--- config.mk ---
export PLATFORM = sky130hd
export DESIGN_NAME = dac_chain_master
export DESIGN_NICKNAME = d
export VERILOG_FILES = /design/src/rtl/dcm_pkg.sv /design/src/rtl/dcm_slot_store.sv /design/src/rtl/dcm_sck_timer.sv /design/src/rtl/dac_chain_master.sv
export SDC_FILE = /design/constraint.sdc
export NUM_CORES = 1
export LEC_CHECK = 0
export ABC_AREA = 1
export ABC_CLOCK_PERIOD_IN_PS = 4800
export CORE_UTILIZATION = 68
export DETAILED_ROUTE_END_ITERATION = 16
export DONT_BUFFER_PORTS = 1
export PLACE_DENSITY = 0.81
export SYNTH_ARGS = -nofsm -noshare
export SYNTH_HDL_FRONTEND = slang
export SYNTH_SLANG_ARGS = --single-unit
export TNS_END_PERCENT = 50
--- constraint.sdc ---
create_clock -name clk -period 4.8 [get_ports clk]
set_input_delay 0.72 -clock clk [delete_from_list [all_inputs] [get_ports clk]]
set_output_delay 0.72 -clock clk [all_outputs]
set_load 0.03 [all_outputs]
--- src/rtl/dcm_pkg.sv ---
package dcm_pkg;
  localparam int CMD_W  = 24;
  localparam int PAD_W  = 8;
  localparam int SLOT_W = CMD_W + PAD_W;
  localparam logic [CMD_W-1:0] NOOP_WORD = 24'hF00000;

  typedef enum logic [2:0] {
    ST_IDLE,
    ST_LOAD,
    ST_SHIFT,
    ST_TAIL,
    ST_GAP
  } dcm_state_e;
endpackage

--- src/rtl/dcm_slot_store.sv ---
module dcm_slot_store import dcm_pkg::*; #(
  parameter int NDEV  = 3,
  parameter int IDX_W = 2
) (
  input  logic                     clk,
  input  logic                     rst,
  input  logic                     wr_en,
  input  logic [IDX_W-1:0]         wr_idx,
  input  logic [CMD_W-1:0]         wr_word,
  input  logic                     clear,
  output logic [NDEV*SLOT_W-1:0]   frame_o
);
  logic [NDEV-1:0] vld;

  for (genvar k = 0; k < NDEV; k++) begin : g_slot
    logic [CMD_W-1:0] word_q;
    always_ff @(posedge clk) begin
      if (rst) begin
        vld[k] <= 1'b0;
        word_q <= '0;
      end else if (clear) begin
        vld[k] <= 1'b0;
      end else if (wr_en && (wr_idx == IDX_W'(k))) begin
        vld[k] <= 1'b1;
        word_q <= wr_word;
      end
    end
    // highest index sits at the top of the frame and leaves first
    assign frame_o[k*SLOT_W +: SLOT_W] = {{PAD_W{1'b0}}, (vld[k] ? word_q : NOOP_WORD)};
  end

  // a cleared store holds no pending word on the next cycle
  a_r4_cleared_after_load: assert property (@(posedge clk) disable iff (rst)
    clear |=> (vld == '0));
endmodule

--- src/rtl/dcm_sck_timer.sv ---
module dcm_sck_timer #(
  parameter int DIV = 4
) (
  input  logic clk,
  input  logic rst,
  input  logic run,
  output logic rise_o,
  output logic fall_o
);
  localparam int HALF  = DIV / 2;
  localparam int PH_W  = (DIV > 2) ? $clog2(DIV) : 1;

  logic [PH_W-1:0] ph;

  always_ff @(posedge clk) begin
    if (rst || !run)            ph <= '0;
    else if (ph == PH_W'(DIV-1)) ph <= '0;
    else                        ph <= ph + 1'b1;
  end

  assign rise_o = run && (ph == PH_W'(HALF-1));
  assign fall_o = run && (ph == PH_W'(DIV-1));

  // a rising strobe is always followed by a falling one, never by another rise first
  a_r5_no_double_rise: assert property (@(posedge clk) disable iff (rst)
    (rise_o && HALF > 1) |=> !rise_o);
endmodule

--- src/rtl/dac_chain_master.sv ---
module dac_chain_master import dcm_pkg::*; #(
  parameter int NDEV    = 3,
  parameter int DIV     = 4,
  parameter int CSH_CYC = 2,
  parameter int IDX_W   = (NDEV > 1) ? $clog2(NDEV) : 1
) (
  input  logic                   clk,
  input  logic                   rst,
  input  logic                   in_valid,
  output logic                   in_ready,
  input  logic [IDX_W-1:0]       in_dev,
  input  logic                   in_last,
  input  logic [CMD_W-1:0]       in_word,
  output logic                   busy,
  output logic                   sck,
  output logic                   cs_n,
  output logic                   sdi,
  input  logic                   dac_sdo,
  output logic [NDEV*SLOT_W-1:0] rx_frame
);
  localparam int NB       = NDEV * SLOT_W;
  localparam int HALF     = DIV / 2;
  localparam int CNT_W    = $clog2(NB);
  localparam int WAIT_MAX = (HALF > CSH_CYC) ? HALF : CSH_CYC;
  localparam int WAIT_W   = $clog2(WAIT_MAX + 1);

  dcm_state_e        state;
  logic              collecting;
  logic [NB-1:0]     frame_w;
  logic [NB-1:0]     tx_sh;
  logic [NB-1:0]     rx_sh;
  logic [CNT_W-1:0]  bitcnt;
  logic [WAIT_W-1:0] wcnt;
  logic              accept;
  logic              rise_s;
  logic              fall_s;

  assign in_ready = (state == ST_IDLE);
  assign accept   = in_valid && in_ready;
  assign busy     = collecting || (state != ST_IDLE);

  dcm_slot_store #(.NDEV(NDEV), .IDX_W(IDX_W)) u_slots (
    .clk    (clk),
    .rst    (rst),
    .wr_en  (accept),
    .wr_idx (in_dev),
    .wr_word(in_word),
    .clear  (state == ST_LOAD),
    .frame_o(frame_w)
  );

  dcm_sck_timer #(.DIV(DIV)) u_timer (
    .clk   (clk),
    .rst   (rst),
    .run   (state == ST_SHIFT),
    .rise_o(rise_s),
    .fall_o(fall_s)
  );

  always_ff @(posedge clk) begin
    if (rst) begin
      state      <= ST_IDLE;
      collecting <= 1'b0;
      sck        <= 1'b0;
      cs_n       <= 1'b1;
      sdi        <= 1'b0;
      tx_sh      <= '0;
      rx_sh      <= '0;
      rx_frame   <= '0;
      bitcnt     <= '0;
      wcnt       <= '0;
    end else begin
      case (state)
        ST_IDLE: begin
          if (accept) begin
            collecting <= 1'b1;
            if (in_last) state <= ST_LOAD;
          end
        end
        ST_LOAD: begin
          tx_sh  <= frame_w;
          sdi    <= frame_w[NB-1];
          rx_sh  <= '0;
          cs_n   <= 1'b0;
          bitcnt <= '0;
          state  <= ST_SHIFT;
        end
        ST_SHIFT: begin
          if (rise_s) begin
            sck   <= 1'b1;
            rx_sh <= {rx_sh[NB-2:0], dac_sdo};
          end
          if (fall_s) begin
            sck <= 1'b0;
            if (bitcnt == CNT_W'(NB-1)) begin
              sdi   <= 1'b0;
              wcnt  <= WAIT_W'(HALF-1);
              state <= ST_TAIL;
            end else begin
              tx_sh  <= {tx_sh[NB-2:0], 1'b0};
              sdi    <= tx_sh[NB-2];
              bitcnt <= bitcnt + 1'b1;
            end
          end
        end
        ST_TAIL: begin
          if (wcnt == '0) begin
            cs_n     <= 1'b1;
            rx_frame <= rx_sh;
            wcnt     <= WAIT_W'(CSH_CYC-1);
            state    <= ST_GAP;
          end else begin
            wcnt <= wcnt - 1'b1;
          end
        end
        ST_GAP: begin
          if (wcnt == '0) begin
            collecting <= 1'b0;
            state      <= ST_IDLE;
          end else begin
            wcnt <= wcnt - 1'b1;
          end
        end
        default: state <= ST_IDLE;
      endcase
    end
  end

  // data is held for the whole high phase of the serial clock
  a_r5_sdi_stable_high: assert property (@(posedge clk) disable iff (rst)
    sck |-> $stable(sdi));

  // serial clock pulses only inside the chip-select window
  a_r2_sck_inside_window: assert property (@(posedge clk) disable iff (rst)
    sck |-> !cs_n);

  // chip-select rises with the serial clock already low
  a_r6_cs_rise_sck_low: assert property (@(posedge clk) disable iff (rst)
    $rose(cs_n) |-> (!sck && !$past(sck)));

  // the block still reports busy when chip-select rises
  a_r7_busy_at_cs_rise: assert property (@(posedge clk) disable iff (rst)
    $rose(cs_n) |-> busy);

  // nothing is accepted while a frame is in flight
  a_r8_no_accept_inflight: assert property (@(posedge clk) disable iff (rst)
    (!cs_n) |-> !in_ready);
endmodule

==> results of run 1 <==
[cell families (layout without fill, tap and decap cells)]
group	Yosys count	in the layout	share of synthesized area
AO/OA/AOI/OAI	547	547	0.182
adder cells (fa/ha/maj)	5	5	0.00414
buffers and inverters	205	103	0.0626
flip-flops	380	380	0.503
AND/OR/NAND/NOR	921	921	0.249
[layout make-up]
cell class / count / area share
Clock inverter: 5 / 0.00314
Inverter: 27 / 0.00666
Timing Repair Buffer: 14 / 0.00659
Sequential cell: 380 / 0.477
Clock buffer: 57 / 0.0698
Tap cell: 280 / 0.0220
Multi-Input combinational cell: 1473 / 0.415
[critical path, stage by stage, from the launching register on]
cell and delay, ns:
sky130_fd_sc_hd__dfxtp_1 0.38, sky130_fd_sc_hd__nor2_2 0.31, sky130_fd_sc_hd__nand2_1 0.14, sky130_fd_sc_hd__inv_2 0.17, sky130_fd_sc_hd__nand2_2 0.11, sky130_fd_sc_hd__inv_2 0.09
sky130_fd_sc_hd__nand3_1 0.61, sky130_fd_sc_hd__inv_2 0.64, sky130_fd_sc_hd__nor2_1 0.08, sky130_fd_sc_hd__nor2_1 0.14
[power by group through the flow]
| stage | clock, uW | combinational, uW | sequential [uW] |
|---|---|---|---|
| floorplan | 0 | 2830 | 4310 |
| global route | 2950 | 3570 | 4530 |
| finish | 2790 | 3130 | 4450 |
| detailed placement | 0 | 3090 | 4480 |
| global placement | 0 | 3000 | 4450 |
| CTS | 2830 | 3120 | 4430 |
[through the flow]
| step | cells | cell area, um2 | power [uW] | setup WS (ns) |
|---|---|---|---|---|
| after floorplan | 2058 | 15100 | 7140 | 3.08 |
| after CTS | 2236 | 16000 | 10400 | 2.06 |
| final | 2236 | 16000 | 10400 | 2.04 |
| after detailed placement | 2174 | 14800 | 7570 | 2.13 |
| after global routing | 2236 | 16000 | 11000 | 1.77 |
| after global placement | 2174 | 14800 | 7460 | 2.22 |
[metal layers]
layer | part of all wire | vias to the layer above
met3 | 0.080 | 49
met4 | 0.015 | 0
met1 | 0.43 | 6086
li1 | - | 6555
met5 | 0 | -
met2 | 0.47 | 416
[flip-flops by register name (all words and copies together), names as in the netlist]
register and count:
u_slots.g_slot.word_q 72, rx_frame 96, sck 1, wcnt 2
u_timer.ph 2, rx_sh 96, collecting 1, cs_n 1
sdi 1, state 3, bitcnt 7, u_slots.vld 3
tx_sh 95
[how the worst min path moves through the flow]
| stage | start | end | slack (ns) | cells past startpoint |
|---|---|---|---|---|
| 2_1_floorplan | tx_sh[0] | tx_sh[0] | 0.44 | 2 |
| 3_3_place_gp | tx_sh[0] | tx_sh[0] | 0.44 | 2 |
| 3_5_place_dp | tx_sh[63] | tx_sh[63] | 0.45 | 2 |
| 4_1_cts | rst | rx_frame[20] | 0.26 | 1 |
| 5_1_grt | rst | rx_frame[14] | 0.26 | 1 |
| 6_report | rst | rx_frame[20] | 0.26 | 1 |
[placed cells by master (no fill, tap or decap), types with 4 or more instances in the layout]
master                      instances
sky130_fd_sc_hd__a21oi_1          299
sky130_fd_sc_hd__buf_4             14
sky130_fd_sc_hd__clkbuf_1          11
sky130_fd_sc_hd__clkbuf_16         39
sky130_fd_sc_hd__clkbuf_8           7
sky130_fd_sc_hd__dfxtp_1          380
sky130_fd_sc_hd__ha_1               4
sky130_fd_sc_hd__inv_1             20
sky130_fd_sc_hd__inv_2              6
sky130_fd_sc_hd__nand2_1          468
sky130_fd_sc_hd__nand2_4            4
sky130_fd_sc_hd__nand3_1          207
sky130_fd_sc_hd__nor2_1           228
sky130_fd_sc_hd__o21ai_0          245
==> summary.md, run 1 <==
Entering global routing, the biggest net connects 142 pins. The horizontal extent of the die came out at 151 um. During synthesis, Yosys emitted a total of 0 warnings.

Across the run, the number of max-cap violations was 0. For the share of the core filled with cells, the log shows 0.731. The synthesis-to-finish area growth is 5.49%. The overall routing resource usage is 0.303, and the post-CTS setup buffer count is 0. The critical path class was reg -> reg.

Final period demand of the worst path: 2.76 ns. For the pin with the worst max-slew slack, the measured transition is 1.14 ns. For this design the static power due to leakage is 0.00590 uW. The number of clock buffers inserted by TritonCTS is 38.

VDD sags by at most 0.382 mV. TritonCTS built the clock tree. The tools report the source of the worst register-to-register timing path as state[2].

The combinational fraction of design power came out at 0.302. The number of buffers inserted by port buffering is 0, and the area share of the leading cell type in the synthesized netlist is 0.503. Part of the Yosys area used for sequential elements: 0.503.

The endpoint identified for the worst register-to-register timing path is u_slots.g_slot[0].word_q[13]. The synthesized design contains 380 register bits. The final-report setup violation count was 0. Timing startpoint of the critical path: state[2]. The tools report the initial antenna violation count as 0. In this run, synthesis inferred 0 flip-flops with an integrated enable. The met1 usage came out at 0.394. Floorplan die area: 22800 um2.

For the net switching power, the log shows 3960 uW. For the worst-case register-to-register setup slack, the log shows 2.04 ns. The iteration-0 DRC count of the detailed router was 1066; the detailed-route via count was 13.1k. For the net total in the final layout, the log shows 1970. The commonest cells after synthesis are 471 x sky130_fd_sc_hd__nand2_1, 380 x sky130_fd_sc_hd__dfxtp_1, 299 x sky130_fd_sc_hd__a21oi_1. The starting density of the core was 0.693; the maximum fanout along the worst path was 26. The floorplan step set the die height to 151 um.

The post-route clock skew was 0.0103 ns. In the post-synthesis netlist, the biggest area contributors are sky130_fd_sc_hd__dfxtp_1 50%, sky130_fd_sc_hd__nand2_1 12%, sky130_fd_sc_hd__a21oi_1 9.9%. The via-per-instance ratio is 5.86, and the maximum count of clock buffers along a single path is 3. The clock reaches the later pin of the worst-skew pair after 0.52 ns. For the worst flop-to-flop path, the logic depth is 9. The most numerous cell in the Yosys netlist was sky130_fd_sc_hd__nand2_1. The main flop type after synthesis is sky130_fd_sc_hd__dfxtp_1. For the worst endpoint data arrival time, the log shows 3.20 ns. The share of total power consumed by net switching works out to 0.382.

The tools report the tightest slew margin relative to the limit as 0.242. The run gives 0 ns as the final setup TNS. The multi-input combinational cells in the finished layout cover a total of 6630 um2.

The run gives 11.9k as the number of global-route vias before repair. Once detail routing completed, the nets flagged for antenna violations numbered 0. The busiest layer in global routing is met2. The kind of launch point of the worst setup path is a flip-flop. After detailed routing, the total wire length is 35.2 mm. For the worst-case hold slack, the log shows 0.264 ns.

The run gives 0.505 as the met2 global-route usage. The worst setup path is captured at a flip-flop. The total count of hold-check failures in the final report came out at 0.

The number of rows in the core area was 54. The tools report the global-route met3 utilization as 0.0702. Class of the tightest hold or removal check: in -> reg.

In this run, distinct cell masters in the synthesized netlist total 25. The core region area is 21800 um2. After synthesis the cells add up to 15100 um2. The number of nets in the synthesized netlist is 2094.

132 I/O pins were placed. The share of async-settable or async-resettable flops after synthesis is 0. Buffers inserted to repair hold after CTS numbered 0.

The root buffer cell is sky130_fd_sc_hd__clkbuf_16. The first detailed-routing pass ran for 5 iterations. The number of instances resized during post-cts repair was 0. The run gives 19.7 mm as the post-DP HPWL. The run finished with clean final reports.

The fraction of final layout cells with drive strength greater than 1 came out at 0.0440. The internal power of the cells totals 6410 uW. The final-layout fill cell count was 1736; the data required time at the worst endpoint was 5.24 ns. The most critical setup path has its endpoint at u_slots.g_slot[0].word_q[13]. After synthesis, the mean cell area works out to 7.35 um2. For this design, the sink count on the clock tree is 380. In the final routed layout, each cell accounts on average for 15.8 um.

After global routing the overflow that remains totals 0. Max-slew violation total from the final report: 0. Synthesis produced 2058 cells.

In this run the power density over the cells is 650 nW/um2. For this run, design rule violations remaining after detail routing come to 0. The run gives 0.269 as the clock share of power. Setup repair after global routing left no endpoint under its margin.

The final worst-path cycle share came out at 0.575. The antenna diode count was 0; the share of power burned in registers was 0.429. For the sequential cell area, the log shows 7610 um2. The register clock-pin slew on the reported worst setup and hold paths was 0.06 ns; the global-route wire length before repair was 56.9 mm. The synthesized design spends more area on one cell type than any other, namely sky130_fd_sc_hd__dfxtp_1.

CTS built an H-tree with a depth of 2. The logs give 0.824 for the final weighted congestion in routability-driven placement and 363 MHz for the achievable clock frequency.
Note: power is estimated with default switching activity, not from simulation.
==> inputs of run 2 (changes only) <==
--- a/config.mk
+++ b/config.mk
@@ -5,12 +5,12 @@
 export SDC_FILE = /design/constraint.sdc
 export NUM_CORES = 1
 export LEC_CHECK = 0
-export ABC_AREA = 1
-export ABC_CLOCK_PERIOD_IN_PS = 4800
-export CORE_UTILIZATION = 68
+export ABC_AREA = 0
+export ABC_CLOCK_PERIOD_IN_PS = 2200
+export CORE_UTILIZATION = 57
 export DETAILED_ROUTE_END_ITERATION = 16
 export DONT_BUFFER_PORTS = 1
-export PLACE_DENSITY = 0.81
+export PLACE_DENSITY = 0.72
 export SYNTH_ARGS = -nofsm -noshare
 export SYNTH_HDL_FRONTEND = slang
 export SYNTH_SLANG_ARGS = --single-unit
==> constraint.sdc (replaced) <==
create_clock -name clk -period 2.2 [get_ports clk]
set_input_delay 0.33 -clock clk [delete_from_list [all_inputs] [get_ports clk]]
set_output_delay 0.33 -clock clk [all_outputs]
set_load 0.03 [all_outputs]
==> run 2 against run 1 <==
Effect of this change:
- the flow now finishes with violations (hold timing)
- setup slack got worse by 1.9 ns
- clock power rose by 140%
- final cell count fell by 6.1%
- global-route usage shrank 5.4 points
- hold slack got worse by 0.38 ns
- flip-flop and latch count unchanged
- utilization fell by 6.8 points
- power rose by 39%
- highest routed layer unchanged
- synthesized cell count fell by 13%
- largest power group unchanged
- critical path type unchanged
- clock-buffer cell count up 2
- clock skew rose by 0.0077 ns
- sequential power grew 58%
==> summary.md, run 2 <==
The largest registers in the layout are rx_frame (96), rx_sh (96), tx_sh (95). The stage delay of the slowest cell on the critical path came out at 0.63 ns (about the same). The post-route clock skew is 0.0180 ns (+0.00767 ns). For the final weighted congestion in routability-driven placement, the log shows 0.785 (-4.7%). The floorplan die area came out at 26900 um2 (+18%). The number of placed I/O pins was 132 (unchanged). The logs give 0.737 mV (+93%) for the largest voltage drop on the vdd net and 0 (unchanged) for the initial antenna violation count. The depth of the CTS H-tree was 2 (unchanged); the tightest slew margin relative to the limit was 0.385 (+0.143).

The detailed-route via count is 12.0k (-8.4%). The register clock-pin slew on the reported worst setup and hold paths was 0.06 ns (about the same). The internal portion of total power came out at 11300 uW (+76%). Startpoint of the worst hold path: rst.

Summed over all instances, the cell type with the most area after synthesis is sky130_fd_sc_hd__dfxtp_1. The fraction of final layout cells with drive strength greater than 1 is 0.0747 (+0.0307). The tools report the total grt overflow as 0 (unchanged). The tools report the final critical-path setup slack as 0.109 ns (-1.93 ns). The run gives 0 ns (unchanged) as the final setup TNS. The buffers plus inverters on the worst setup path was 2 (-1); the cell area power density was 856 nW/um2 (+32%). The via-per-instance ratio is 5.72 (-2.4%). The post-placement setup slack came out at 0.265 ns (-1.86 ns). The slowest stage of the critical path is the sky130_fd_sc_hd__or4b_2 cell. Post-CTS setup buffer count: 0 (unchanged). In this run the clock root is driven by a sky130_fd_sc_hd__clkbuf_16. The tools report the distinct cell type count after synthesis as 51 (+100%).

The share of the core filled with cells was 0.663 (-0.0681); the global-route wire length before repair was 55.3 mm (-2.8%). Overall routing resource usage: 0.249 (-0.0538). The synthesized netlist net count is 1826 (-13%). The total count of hold-check failures in the final report was 65 (+65). The depth of the critical timing path with buffers and inverters included was 5 (-4); the final worst-path cycle share was 0.951 (+0.376).

The post-route DRC violation count was 0 (unchanged); the post-synthesis cell count was 1790 (-13%). The min-delay analysis places its worst path in the category in -> reg. The compound-gate portion of the synthesized area is 0.131 (-0.0510), and the count of warnings emitted by yosys is 0 (unchanged).

The area share of the leading cell type in the synthesized netlist was 0.509 (+0.00576). The adder-cell share of the synthesized area came out at 0.00418 (+0.0000474). By area, the combinational part of the netlist is dominated by simple AND/OR/NAND/NOR gates. Setup repair after global routing left no endpoint under its margin.

The mean instance size in the synthesized netlist came out at 8.36 um2 (+14%). The achievable clock frequency is 478 MHz (+32%). The number of antenna-violating nets in the routed design is 0 (unchanged), and the starting density of the core is 0.587 (-0.106). Area share of xor/xnor cells in the synthesized design: 0 (unchanged). The run gives 15000 um2 (-1.1%) as the cell area after technology mapping. The logs give 5 (unchanged) for the count of TritonRoute iterations in the first routing pass and 2103 (+21%) for the final-layout fill cell count. The instance count along the most critical hold path came out at 1 (unchanged).

Grouping stages by cell kind, the critical path spends the most delay in buffers and inverters. The run gives 0.00600 uW (+1.8%) as the leakage power summed over all cells. The flow ran to the end, but the final reports show violations. The tools report the iteration-0 DRC count of the detailed router as 1110 (+4.1%). The pin slew with the least headroom to its limit was 0.923 ns (-0.215 ns); the routed wire length per instance was 16.1 um (+2.3%). The total wire length is 33.8 mm (-4.0%), and the number of buffers inserted by port buffering is 0 (unchanged).

Fraction of the mapped netlist area in simple logic gates: 0.214 (-0.0351). The max-slew violation total from the final report was 0 (unchanged); the share of async-settable or async-resettable flops after synthesis was 0 (unchanged). TritonCTS built the clock tree. The die outline height was 164 um (+8.5%). The multiplexer share of the synthesized area was 0.0806 (+0.0806); the final period demand of the worst path was 2.09 ns (-0.667 ns). The part of the Yosys area used for sequential elements was 0.509 (+0.00576). The logs give -0.113 ns (-0.377 ns) for the worst-case hold slack and 1776 (-9.8%) for the net total in the final layout. The library cell used most frequently in the layout, excluding fill and tap cells, is sky130_fd_sc_hd__nand2_1. Number of rows in the core area: 58 (+7.4%).

For the final-report setup violation count, the log shows 0 (unchanged). The maximum fanout along the worst path is 7 (-73%). The synthesis-stage register bit count works out to 380 (unchanged). The final reports fail on hold timing. The post-route cell area was 16900 um2 (+5.9%). The tools report the worst-case register-to-register setup slack as 0.11 ns (-1.93 ns).

Number of global-route vias before repair: 11.3k (-5.3%). The worst setup path is captured at a flip-flop. Critical path class: reg -> reg.

The top cell types in the final layout, fill and taps aside, are 427 x sky130_fd_sc_hd__nand2_1, 379 x sky130_fd_sc_hd__dfxtp_1, 229 x sky130_fd_sc_hd__a21oi_1, 107 x sky130_fd_sc_hd__nand3_1, 107 x sky130_fd_sc_hd__mux2i_1. The combinational fraction of design power is 0.061 (-0.241). The logs give 2.54 ns (-0.66 ns) for the worst endpoint data arrival time and 2.65 ns (-2.59 ns) for the data required time at the worst endpoint. Most numerous cell in the Yosys netlist: sky130_fd_sc_hd__nand2_1. Kind of launch point of the worst setup path: a flip-flop. The logs give 0.52 ns (about the same) for the later-pin clock latency in the skew report and 19.0 mm (-3.8%) for the post-DP HPWL. Number of flops mapped to enable cells by yosys: 0 (unchanged).

The horizontal extent of the die was 164 um (+8.5%). In the post-synthesis netlist, the biggest area contributors are sky130_fd_sc_hd__dfxtp_1 51%, sky130_fd_sc_hd__nand2_1 11%, sky130_fd_sc_hd__a21oi_1 7.7%. The critical path goes through inv_1, ha_2, or4b_2, a21oi_1, dlygate4sd3_1. The share of total power consumed by net switching was 0.222 (-0.160); the share of power burned in registers was 0.485 (+0.056). The tools report the number of clock buffers inserted by TritonCTS as 39 (+2.6%).

The net switching power was 3210 uW (-19%); the synthesis-to-finish area growth was 12.9%. The startpoint identified for the worst register-to-register timing path is wcnt[0]. The clock net sink count was 380 (unchanged). The largest net degree at the start of global routing is 368 (+160%).

The commonest cells after synthesis are 427 x sky130_fd_sc_hd__nand2_1, 380 x sky130_fd_sc_hd__dfxtp_1, 230 x sky130_fd_sc_hd__a21oi_1. The timing startpoint of the critical path is wcnt[0]. The number of max-cap violations is 0 (unchanged), and the maximum count of clock buffers along a single path is 3 (unchanged). Total cell area at the placement stage: 15300 um2 (+3.4%).

For this run, the leading register cell type out of synthesis is sky130_fd_sc_hd__dfxtp_1. Length in cells of the worst reg-to-reg path: 5 (-4). The clock share of power came out at 0.454 (+0.185).

The tools report the core region area as 25500 um2 (+17%).
run 2: cell types whose count changed in the layout (fill, tap and decap cells not counted), sizes merged, moves of 14 or more:
cell	delta
a21oi	-69
buf	+28
dlygate4sd3	+26
inv	+38
mux2i	+107
nand2	-47
nand3	-100
nand4	+54
nor2	-170
nor2b	+14
o21ai	-240
o22ai	+20
o31ai	+56
run 2: power by group through the flow:
stage                     Clock, uW  Sequential, uW  Combinational [uW]
final                          6570            7020                 883
after global routing           6960            7020                 951
after CTS                      6680            7020                 849
after detailed placement          0            7170                 821
after global placement            0            7160                 812
after floorplan                   0            7150                 673
run 2: worst register-to-register path, delay by kind of cell (launching register included):
kind | cells | cell delay (ns)
buf+inv | 2 | 0.65
simple gates | 1 | 0.63
flops | 1 | 0.36
fa+ha+maj | 1 | 0.24
compound gates | 1 | 0.16
run 2: kinds of logic (layout without fill, tap and decap cells):
kind of cell	after synthesis	after routing
adders and majority gates	5	5
buffers and inverters	226	204
DFF	380	380
and+or+nand+nor	719	719
AOI/OAI and AO/OA	341	341
muxes	119	119
other	0	1
run 2: final cells by class:
class	instances	area (um2)	area share
flip-flops and latches	380	7610	0.451
multi-input cells	1184	6480	0.384
clock buffers	59	1190	0.0707
repair buffers	68	837	0.0495
well taps	330	413	0.0244
inverters	67	251	0.0149
clock inverters	10	104	0.00615
diodes	1	2.50	0.000148
run 2: what timing repair did:
action / 4_1_cts / 5_1_grt
endpoints found under the setup margin: 0 / 4
gates resized for setup: 0 / 7
hold endpoints to repair: 340 / 146
hold buffers: 16 / 10
run 2: worst paths after layout:
path / to
setup / recovery: state[2]
hold / removal: u_slots.g_slot[2].word_q[1]
setup reg to reg: state[2]
hold reg to reg: rx_sh[95]
run 2: stage by stage:
| step | std cells | power [uW] |
|---|---|---|
| final | 2099 | 14500 |
| after global placement | 2003 | 7980 |
| after floorplan | 1790 | 7820 |
| after CTS | 2088 | 14500 |
| after detailed placement | 2003 | 7990 |
| after global routing | 2098 | 14900 |
run 2: per-layer routing:
| layer | global-route usage | up-vias | share of wire |
|---|---|---|---|
| li1 | - | 5987 | - |
| met5 | 0 | - | 0 |
| met3 | 0.0487 | 47 | 0.058 |
| met4 | 0.0699 | 0 | 0.016 |
| met2 | 0.409 | 295 | 0.47 |
| met1 | 0.332 | 5675 | 0.45 |
